## src/rtl/thermal_pkg.sv

```systemverilog
package thermal_pkg;
    localparam logic [7:0] A_CTRL = 8'h00;
    localparam logic [7:0] A_AUTO = 8'h04;
    localparam logic [7:0] A_IEN  = 8'h08;
    localparam logic [7:0] A_PEND = 8'h0C;
    localparam logic [7:0] A_DATA = 8'h20;
    localparam logic [7:0] A_ITHR = 8'h30;
    localparam logic [7:0] A_STHR = 8'h40;
    localparam logic [7:0] A_IDEB = 8'h60;
    localparam logic [7:0] A_SDEB = 8'h64;
    localparam logic [7:0] A_PNOR = 8'h68;
    localparam logic [7:0] A_PHOT = 8'h6C;

    localparam int SRC_LSB  = 4;
    localparam int POL_BIT  = 8;
    localparam int FLAG_BIT = 24;

    typedef enum logic {SCAN_WAIT, SCAN_REQ} scan_e;
endpackage

```

## src/rtl/tg_tick_div.sv

```systemverilog
module tg_tick_div #(
    parameter int DIVW = 6
) (
    input  logic            clk,
    input  logic            clr,
    input  logic [DIVW-1:0] div,
    output logic            tick
);
    logic [DIVW-1:0] cnt_d, cnt_q;

    assign tick = (cnt_q == div);

    always_comb begin
        if (clr || tick) cnt_d = '0;
        else             cnt_d = cnt_q + 1'b1;
    end

    always_ff @(posedge clk) cnt_q <= cnt_d;

    // a tick is never followed directly by another unless divide-by-one
    a_r2_tick_gap: assert property (@(posedge clk) disable iff (clr)
        (tick && div != '0) |=> (!tick || div == '0));
endmodule

```

## src/rtl/tg_debounce.sv

```systemverilog
module tg_debounce #(
    parameter int DW = 8
) (
    input  logic          clk,
    input  logic          clr,
    input  logic          upd,
    input  logic          hit,
    input  logic [DW-1:0] limit,
    output logic          fire
);
    logic [DW-1:0] cnt_d, cnt_q, lim;
    logic          reach;

    assign lim   = (limit == '0) ? {{(DW-1){1'b0}}, 1'b1} : limit;
    assign reach = ({1'b0, cnt_q} + 1'b1) >= {1'b0, lim};
    assign fire  = upd && hit && reach;

    always_comb begin
        cnt_d = cnt_q;
        if (clr)       cnt_d = '0;
        else if (upd)  cnt_d = !hit ? '0 : (reach ? lim : cnt_q + 1'b1);
    end

    always_ff @(posedge clk) cnt_q <= cnt_d;

    // a sample that is not beyond the threshold restarts the count
    a_r5_miss_restarts: assert property (@(posedge clk) disable iff (clr)
        (upd && !hit) |=> (cnt_q == '0));
endmodule

```

## src/rtl/thermal_guard.sv

```systemverilog
module thermal_guard
    import thermal_pkg::*;
#(
    parameter  int NCH  = 4,
    parameter  int CW   = 12,
    parameter  int PW   = 16,
    parameter  int DW   = 8,
    parameter  int DIVW = 6,
    parameter  int AW   = 8,
    parameter  int BW   = 32,
    localparam int CHW  = $clog2(NCH)
) (
    input  logic           clk,
    input  logic           por_n,
    input  logic           rst_n,
    input  logic           bus_we,
    input  logic [AW-1:0]  bus_addr,
    input  logic [BW-1:0]  bus_wdata,
    output logic [BW-1:0]  bus_rdata,
    output logic           conv_req,
    output logic [CHW-1:0] conv_chan,
    input  logic           conv_valid,
    input  logic [CW-1:0]  conv_code,
    output logic           irq,
    output logic           shut_pin,
    output logic           shut_req
);
    typedef struct packed {
        logic [DIVW-1:0]         div;
        logic                    auto_en;
        logic [NCH-1:0]          src_en;
        logic                    pol_hi;
        logic                    flag;
        logic [3*NCH-1:0]        ien;
        logic [NCH-1:0]          pend;
        logic [NCH-1:0]          hot;
        logic [NCH-1:0]          shut;
        logic [NCH-1:0][CW-1:0]  data;
        logic [NCH-1:0][CW-1:0]  ithr;
        logic [NCH-1:0][CW-1:0]  sthr;
        logic [DW-1:0]           ideb;
        logic [DW-1:0]           sdeb;
        logic [PW-1:0]           per_n;
        logic [PW-1:0]           per_h;
        logic [PW-1:0]           wcnt;
        scan_e                   st;
        logic [CHW-1:0]          cur;
        logic [CHW-1:0]          chan;
    } state_t;

    state_t         d, q;
    logic           clr, tick, pin_act, cru_act;
    logic [PW-1:0]  per_sel, per_eff;
    logic [NCH-1:0] ihit, shit, upd, ifire, sfire;
    logic           unused_wbits;

    assign clr          = !rst_n || !por_n;
    assign unused_wbits = ^bus_wdata;

    function automatic logic [CHW-1:0] pick(input logic [CHW-1:0] start,
                                            input logic [NCH-1:0] en);
        logic [CHW-1:0] idx;
        pick = start;
        for (int k = NCH - 1; k >= 0; k--) begin
            idx = CHW'((int'(start) + k) % NCH);
            if (en[idx]) pick = idx;
        end
    endfunction

    tg_tick_div #(.DIVW(DIVW)) u_div (
        .clk(clk), .clr(clr), .div(q.div), .tick(tick)
    );

    for (genvar i = 0; i < NCH; i++) begin : g_chan
        assign ihit[i] = conv_code <= q.ithr[i];
        assign shit[i] = conv_code <= q.sthr[i];
        assign upd[i]  = (q.st == SCAN_REQ) && conv_valid && (q.chan == CHW'(i));
        tg_debounce #(.DW(DW)) u_ideb (
            .clk(clk), .clr(clr), .upd(upd[i]), .hit(ihit[i]),
            .limit(q.ideb), .fire(ifire[i])
        );
        tg_debounce #(.DW(DW)) u_sdeb (
            .clk(clk), .clr(clr), .upd(upd[i]), .hit(shit[i]),
            .limit(q.sdeb), .fire(sfire[i])
        );
    end

    assign per_sel = |(q.hot & q.src_en) ? q.per_h : q.per_n;
    assign per_eff = (per_sel == '0) ? {{(PW-1){1'b0}}, 1'b1} : per_sel;
    assign pin_act = |(q.shut & q.ien[2*NCH-1:NCH]);
    assign cru_act = |(q.shut & q.ien[3*NCH-1:2*NCH]);

    assign conv_req  = (q.st == SCAN_REQ);
    assign conv_chan = q.chan;
    assign irq       = |(q.pend & q.ien[NCH-1:0]);
    assign shut_pin  = q.pol_hi ? pin_act : !pin_act;
    assign shut_req  = cru_act;

    always_comb begin
        bus_rdata = '0;
        if (bus_addr == AW'(A_CTRL)) bus_rdata[DIVW-1:0] = q.div;
        if (bus_addr == AW'(A_AUTO)) begin
            bus_rdata[0]                  = q.auto_en;
            bus_rdata[SRC_LSB +: NCH]     = q.src_en;
            bus_rdata[POL_BIT]            = q.pol_hi;
            bus_rdata[FLAG_BIT]           = q.flag;
        end
        if (bus_addr == AW'(A_IEN))  bus_rdata[3*NCH-1:0] = q.ien;
        if (bus_addr == AW'(A_PEND)) bus_rdata[NCH-1:0]   = q.pend;
        if (bus_addr == AW'(A_IDEB)) bus_rdata[DW-1:0]    = q.ideb;
        if (bus_addr == AW'(A_SDEB)) bus_rdata[DW-1:0]    = q.sdeb;
        if (bus_addr == AW'(A_PNOR)) bus_rdata[PW-1:0]    = q.per_n;
        if (bus_addr == AW'(A_PHOT)) bus_rdata[PW-1:0]    = q.per_h;
        for (int i = 0; i < NCH; i++) begin
            if (bus_addr == AW'(A_DATA) + AW'(4*i)) bus_rdata[CW-1:0] = q.data[i];
            if (bus_addr == AW'(A_ITHR) + AW'(4*i)) bus_rdata[CW-1:0] = q.ithr[i];
            if (bus_addr == AW'(A_STHR) + AW'(4*i)) bus_rdata[CW-1:0] = q.sthr[i];
        end
    end

    always_comb begin
        d = q;
        if (bus_we) begin
            if (bus_addr == AW'(A_CTRL)) d.div = bus_wdata[DIVW-1:0];
            if (bus_addr == AW'(A_AUTO)) begin
                d.auto_en = bus_wdata[0];
                d.src_en  = bus_wdata[SRC_LSB +: NCH];
                d.pol_hi  = bus_wdata[POL_BIT];
                if (bus_wdata[FLAG_BIT]) d.flag = 1'b0;
            end
            if (bus_addr == AW'(A_IEN))  d.ien   = bus_wdata[3*NCH-1:0];
            if (bus_addr == AW'(A_PEND)) d.pend  = q.pend & ~bus_wdata[NCH-1:0];
            if (bus_addr == AW'(A_IDEB)) d.ideb  = bus_wdata[DW-1:0];
            if (bus_addr == AW'(A_SDEB)) d.sdeb  = bus_wdata[DW-1:0];
            if (bus_addr == AW'(A_PNOR)) d.per_n = bus_wdata[PW-1:0];
            if (bus_addr == AW'(A_PHOT)) d.per_h = bus_wdata[PW-1:0];
            for (int i = 0; i < NCH; i++) begin
                if (bus_addr == AW'(A_ITHR) + AW'(4*i)) d.ithr[i] = bus_wdata[CW-1:0];
                if (bus_addr == AW'(A_STHR) + AW'(4*i)) d.sthr[i] = bus_wdata[CW-1:0];
            end
        end

        case (q.st)
            SCAN_WAIT: begin
                if (q.auto_en && (|q.src_en) && tick) begin
                    if (({1'b0, q.wcnt} + 1'b1) >= {1'b0, per_eff}) begin
                        d.wcnt = '0;
                        d.chan = pick(q.cur, q.src_en);
                        d.st   = SCAN_REQ;
                    end else begin
                        d.wcnt = q.wcnt + 1'b1;
                    end
                end
            end
            SCAN_REQ: begin
                if (conv_valid) begin
                    d.data[q.chan] = conv_code;
                    d.hot[q.chan]  = ihit[q.chan];
                    d.cur          = pick(q.chan + 1'b1, {NCH{1'b1}});
                    d.st           = SCAN_WAIT;
                end
            end
            default: d.st = SCAN_WAIT;
        endcase

        d.pend = d.pend | ifire;
        d.shut = q.shut | sfire;

        if (!d.auto_en) begin
            d.st   = SCAN_WAIT;
            d.wcnt = '0;
        end

        if (!por_n) begin
            d = '0;
        end else if (!rst_n) begin
            d      = '0;
            d.flag = q.flag || pin_act || cru_act;
        end
    end

    always_ff @(posedge clk) q <= d;

    // a latched shutdown never falls without reset
    a_r8_shut_holds: assert property (@(posedge clk) disable iff (clr)
        (|q.shut) |=> (|q.shut));

    // no request while automatic mode is off
    a_r11_req_needs_auto: assert property (@(posedge clk) disable iff (clr)
        conv_req |-> q.auto_en);

    // one response ends the request
    a_r3_one_sample_per_req: assert property (@(posedge clk) disable iff (clr)
        (conv_req && conv_valid) |=> !conv_req);

    // a pending bit only appears right after a converter response
    a_r5_pend_after_sample: assert property (@(posedge clk) disable iff (clr)
        $rose(|q.pend) |-> $past(conv_valid));
endmodule

```

## config.mk

```make
export PLATFORM = sky130hd
export DESIGN_NAME = thermal_guard
export DESIGN_NICKNAME = d
export VERILOG_FILES = /design/src/rtl/thermal_pkg.sv /design/src/rtl/tg_tick_div.sv /design/src/rtl/tg_debounce.sv /design/src/rtl/thermal_guard.sv
export SDC_FILE = /design/constraint.sdc
export NUM_CORES = 1
export LEC_CHECK = 0
export BUFFER_PORTS_ARGS = -buffer_cell sky130_fd_sc_hd__buf_2
export CAP_MARGIN = 10
export CORE_UTILIZATION = 50
export CTS_CLUSTER_SIZE = 24
export DETAILED_ROUTE_END_ITERATION = 10
export PLACE_DENSITY = 0.7
export SLEW_MARGIN = 20
export SYNTH_ARGS = -nofsm -noshare
export SYNTH_HDL_FRONTEND = slang
export SYNTH_SLANG_ARGS = --single-unit
```

## constraint.sdc

```tcl
create_clock -name clk -period 3.3 [get_ports clk]
set_input_delay 0.495 -clock clk [delete_from_list [all_inputs] [get_ports clk]]
set_output_delay 0.495 -clock clk [all_outputs]
set_load 0.01 [all_outputs]
```

==> report_table.html <==
<table>
<tr><th>Metric</th><th>Value</th></tr>
<tr><th colspan="2">Cells and area</th></tr>
<tr><td>Post-Route Utilization</td><td>58.1%</td></tr>
<tr><td>Syn-to-layout area delta</td><td>14.5%</td></tr>
<tr><td>Fraction of final layout cells with drive strength greater than 1</td><td>12.5%</td></tr>
<tr><td>Post-Layout Cell Count</td><td>3,247</td></tr>
<tr><td>Final #Nets</td><td>2,940</td></tr>
<tr><th colspan="2">Yosys</th></tr>
<tr><td>YS warnings</td><td>0</td></tr>
<tr><td>Leading area contributor after synthesis</td><td>dfxtp_1</td></tr>
<tr><td>Top area cells in the synthesized netlist</td><td>dfxtp_1, ha_1, nand2_1, a21oi_1, mux2i_1</td></tr>
<tr><td>Main flop type after synthesis</td><td>dfxtp_1</td></tr>
<tr><td>Per-instance average area after synthesis</td><td>7.75 sq um</td></tr>
<tr><td>Portion of the post-synthesis area used by sequential elements</td><td>31.8%</td></tr>
<tr><td>Number of enable flip-flop cells after synthesis</td><td>0</td></tr>
<tr><td>Post-synthesis cell type count</td><td>78</td></tr>
<tr><td>Flip-flop and latch count after synthesis</td><td>320</td></tr>
<tr><td>Cell area after technology mapping</td><td>20,100 sq um</td></tr>
<tr><td>Number of instances in the synthesized netlist</td><td>2,600</td></tr>
<tr><td>Yosys top cell area share</td><td>31.8%</td></tr>
<tr><td>Async set-reset flop share out of synthesis</td><td>0%</td></tr>
<tr><th colspan="2">Route</th></tr>
<tr><td>Number of iterations in the first detailed-routing pass</td><td>6</td></tr>
<tr><td>Number of DRC violations after detailed routing</td><td>0</td></tr>
<tr><td>Drt first-iter violations</td><td>2,246</td></tr>
<tr><td>Drt wl/cell</td><td>21.4 um</td></tr>
<tr><td>Overall via count from detail_route</td><td>20,270</td></tr>
<tr><td>Vias per inst</td><td>6.24</td></tr>
<tr><td>Post-detailed-route count of antenna-violating nets</td><td>0</td></tr>
<tr><td>WL final</td><td>69,400 um</td></tr>
<tr><th colspan="2">CTS</th></tr>
<tr><td>Clk buf depth</td><td>3</td></tr>
<tr><td>Clock tree from TritonCTS</td><td>done</td></tr>
<tr><td>Latest clock arrival within the worst-skew pair</td><td>0.58 ns</td></tr>
<tr><td># hold bufs at CTS</td><td>0</td></tr>
<tr><td>Cell chosen for the clock root</td><td>clkbuf_16</td></tr>
<tr><td>Num Clock Sinks</td><td>320</td></tr>
<tr><td>Clock transition time at the flip-flop clock pins of the worst setup and hold paths</td><td>0.05 ns</td></tr>
<tr><td>TritonCTS buffer count</td><td>39</td></tr>
<tr><td>Number of H-tree levels</td><td>2</td></tr>
<tr><th colspan="2">GRT</th></tr>
<tr><td>GRT Util Overall</td><td>33.0%</td></tr>
<tr><td>Overall overflow remaining after global route</td><td>0</td></tr>
<tr><td>Global-route wire length before repair</td><td>107,000 um</td></tr>
<tr><td>Number of antenna violations at the first check in global routing</td><td>1</td></tr>
<tr><td>Pin count of the biggest net entering global routing</td><td>198</td></tr>
<tr><td>Number of global-route vias before repair</td><td>19,031</td></tr>
<tr><th colspan="2">STA</th></tr>
<tr><td>Number of endpoints failing setup at the final stage</td><td>0</td></tr>
<tr><td>Period utilization</td><td>98.3%</td></tr>
<tr><td>Worst-margin pin slew</td><td>1.10 ns</td></tr>
<tr><td>Final Hold Fails</td><td>0</td></tr>
<tr><td>Worst Slack Setup Final</td><td>0.0558 ns</td></tr>
<tr><td>Clock skew</td><td>0.0177 ns</td></tr>
<tr><td>Minimum clock period</td><td>3.24 ns</td></tr>
<tr><td>Number of pins with negative max-slew slack in the final report</td><td>0</td></tr>
<tr><td>Setup TNS Final</td><td>0 ns</td></tr>
<tr><td>Relative slew margins</td><td>26.4%</td></tr>
<tr><td>Unrepaired setup endpoints after global routing</td><td>yes</td></tr>
<tr><td>Highest achievable clock rate</td><td>0.308 GHz</td></tr>
<tr><th colspan="2">Setup path</th></tr>
<tr><td>Critical path arrival</td><td>2.75 ns</td></tr>
<tr><td>Max Fanout on Critical Path</td><td>20</td></tr>
<tr><td>Required time of the worst setup path</td><td>2.80 ns</td></tr>
<tr><td>Setup slack of the most critical reg-to-reg path</td><td>0.13 ns</td></tr>
<tr><td>Startpoint of the worst-slack reg-to-reg timing path</td><td>q[5]</td></tr>
<tr><td>Reg2reg end</td><td>q[8]</td></tr>
<tr><td>Element type at the critical path end</td><td>primary output</td></tr>
<tr><td>Kind of start point of the critical path</td><td>primary input</td></tr>
<tr><td>Number of cells traversed by the worst register-to-register path</td><td>14</td></tr>
<tr><td>Kind of critical path</td><td>in -&gt; out</td></tr>
<tr><th colspan="2">Worst hold path</th></tr>
<tr><td>Min-Delay Startpoint</td><td>bus_wdata[12]</td></tr>
<tr><td>Destination of the worst hold path</td><td>q[49]</td></tr>
<tr><td>Cell count of the worst hold path</td><td>3</td></tr>
<tr><td>Path type of the worst min-delay path</td><td>in -&gt; reg</td></tr>
<tr><th colspan="2">Placed design</th></tr>
<tr><td>Routability-driven placement congestion ratio</td><td>0.977</td></tr>
<tr><td>Buffers added on ports</td><td>64</td></tr>
<tr><td># placed instances</td><td>3,174</td></tr>
<tr><td>Setup WS pre-CTS</td><td>-0.0561 ns</td></tr>
<tr><td>Detailed placer's ending HPWL</td><td>50,400 um</td></tr>
<tr><th colspan="2">Floorplanning</th></tr>
<tr><td>Number of placement rows</td><td>73</td></tr>
<tr><td>Starting utilization of the core area</td><td>50.7%</td></tr>
<tr><td>I/O Pins</td><td>95</td></tr>
<tr><td>Area of the die</td><td>41,100 sq um</td></tr>
<tr><td>Width of the die</td><td>203 um</td></tr>
<tr><td>Core box area</td><td>39,700 sq um</td></tr>
<tr><td>DIE HEIGHT</td><td>203 um</td></tr>
<tr><th colspan="2">Flow run</th></tr>
<tr><td>Max_cap viols</td><td>0</td></tr>
<tr><th colspan="2">Power and ir drop</th></tr>
<tr><td>Power density of the placed cells</td><td>376 nW/um^2</td></tr>
<tr><td>VDD IR max</td><td>285 uV</td></tr>
<tr><td>PnR Total Power</td><td>8.68 mW</td></tr>
<tr><td>Leak</td><td>8.76 nW</td></tr>
<tr><th colspan="2">Outcome</th></tr>
<tr><td>Run status</td><td>finished, final reports clean</td></tr>
</table>
stage by stage:
step	instance area, sq um	hold slack, ns
final	23100	0.188
after global routing	23100	0.181
after CTS	22900	0.175
after detailed placement	21600	0.445
after global placement	21600	0.439
after floorplan	20200	0.432
cell families (layout without fill, tap and decap cells):
| family | after synthesis | in the layout | share of synthesized area, % |
|---|---|---|---|
| xor gates and xnor gates | 73 | 73 | 3.17 |
| other | 1 | 17 | 0.0186 |
| muxes | 93 | 93 | 4.66 |
| adders and majority gates | 190 | 190 | 11.8 |
| DFF | 320 | 320 | 31.8 |
| and+or+nand+nor | 937 | 937 | 21.4 |
| AOI/OAI and AO/OA | 688 | 688 | 21.2 |
| buffers and inverters | 298 | 404 | 5.95 |
per-layer routing:
metal  global-route usage (%)  wire (um)  up-vias
li1                         -          -     9438
met2                     51.9      30900     1033
met4                     15.2       3210        0
met1                     43.6      28100     9602
met5                        0          0        -
met3                     6.18       7150      197
how the worst max path moves through the flow:
| stage | to | from | slack, ns |
|---|---|---|---|
| floorplan | q[8] | q[242] | 0.02 |
| global placement | bus_rdata[8] | bus_addr[1] | -0.03 |
| detailed placement | bus_rdata[6] | bus_addr[4] | -0.06 |
| CTS | bus_rdata[8] | bus_addr[4] | 0.001 |
| global route | q[13] | q[241] | -0.05 |
| finish | bus_rdata[8] | bus_addr[2] | 0.06 |
cells in the final DEF (no fill, tap or decap), types with 13 or more instances in the layout:
| cell type | n |
|---|---|
| a211oi_1 | 15 |
| a21o_1 | 25 |
| a21oi_1 | 286 |
| a221oi_1 | 18 |
| a22oi_1 | 30 |
| and3_1 | 41 |
| buf_2 | 64 |
| buf_4 | 135 |
| clkbuf_16 | 39 |
| conb_1 | 15 |
| dfxtp_1 | 314 |
| ha_1 | 190 |
| inv_1 | 129 |
| mux2i_1 | 84 |
| nand2_1 | 449 |
| nand2b_1 | 13 |
| nand3_1 | 151 |
| nand4_1 | 33 |
| nor2_1 | 130 |
| nor2b_1 | 18 |
| nor3_1 | 22 |
| o211ai_1 | 16 |
| o21a_1 | 16 |
| o21ai_0 | 119 |
| o22ai_1 | 18 |
| o2bb2ai_1 | 15 |
| o31ai_1 | 17 |
| xnor2_1 | 42 |
| xor2_1 | 30 |
final cells by class:
cell class / count / area [sq um]
clock inverters: 11 / 96.3
well taps: 525 / 657
flip-flops and latches: 320 / 6420
diodes: 2 / 5.00
fillers: 3615 / 16700
multi-input cells: 1996 / 12800
inverters: 129 / 484
clock buffers: 57 / 1130
repair buffers: 207 / 1480
synth_stat cells, drive strengths merged, types with 18 or more instances:
cell type and number:
nand2 450, dfxtp 320, a21oi 292, ha 190
nand3 151, clkbuf 136, nor2 135, inv 129
o21ai 128, mux2i 86, xnor2 43, and3 41
buf 33, nand4 33, a22oi 31, xor2 30
a21o 25, nor3 24, a221oi 19, nor2b 18
o22ai 18, o31ai 18
report_power, final:
part           leakage [nW]  internal, mW  switching (mW)
sequential             2.58          3.86        0.000879
clock                 0.604          2.46            1.77
combinational          5.58         0.183           0.410
total                  8.76          6.51            2.18
worst max-delay path, cell delays in order:
cell and delay, ns:
buf_2 0.15, buf_4 0.21, nor4b_2 0.18, buf_4 0.16, buf_4 0.17, nand2_1 0.25, nand4_1 0.18, a21oi_1 0.14
o21ai_1 0.11, a222oi_1 0.48, buf_2 0.22
repair_timing:
action,in CTS,in global routing
buffers inserted,0,3
hold endpoints to repair,0,0
pin swaps,1,2
resized for setup,6,43
setup endpoints to repair,3,41
No activity file was read; power rests on OpenSTA's default activity.
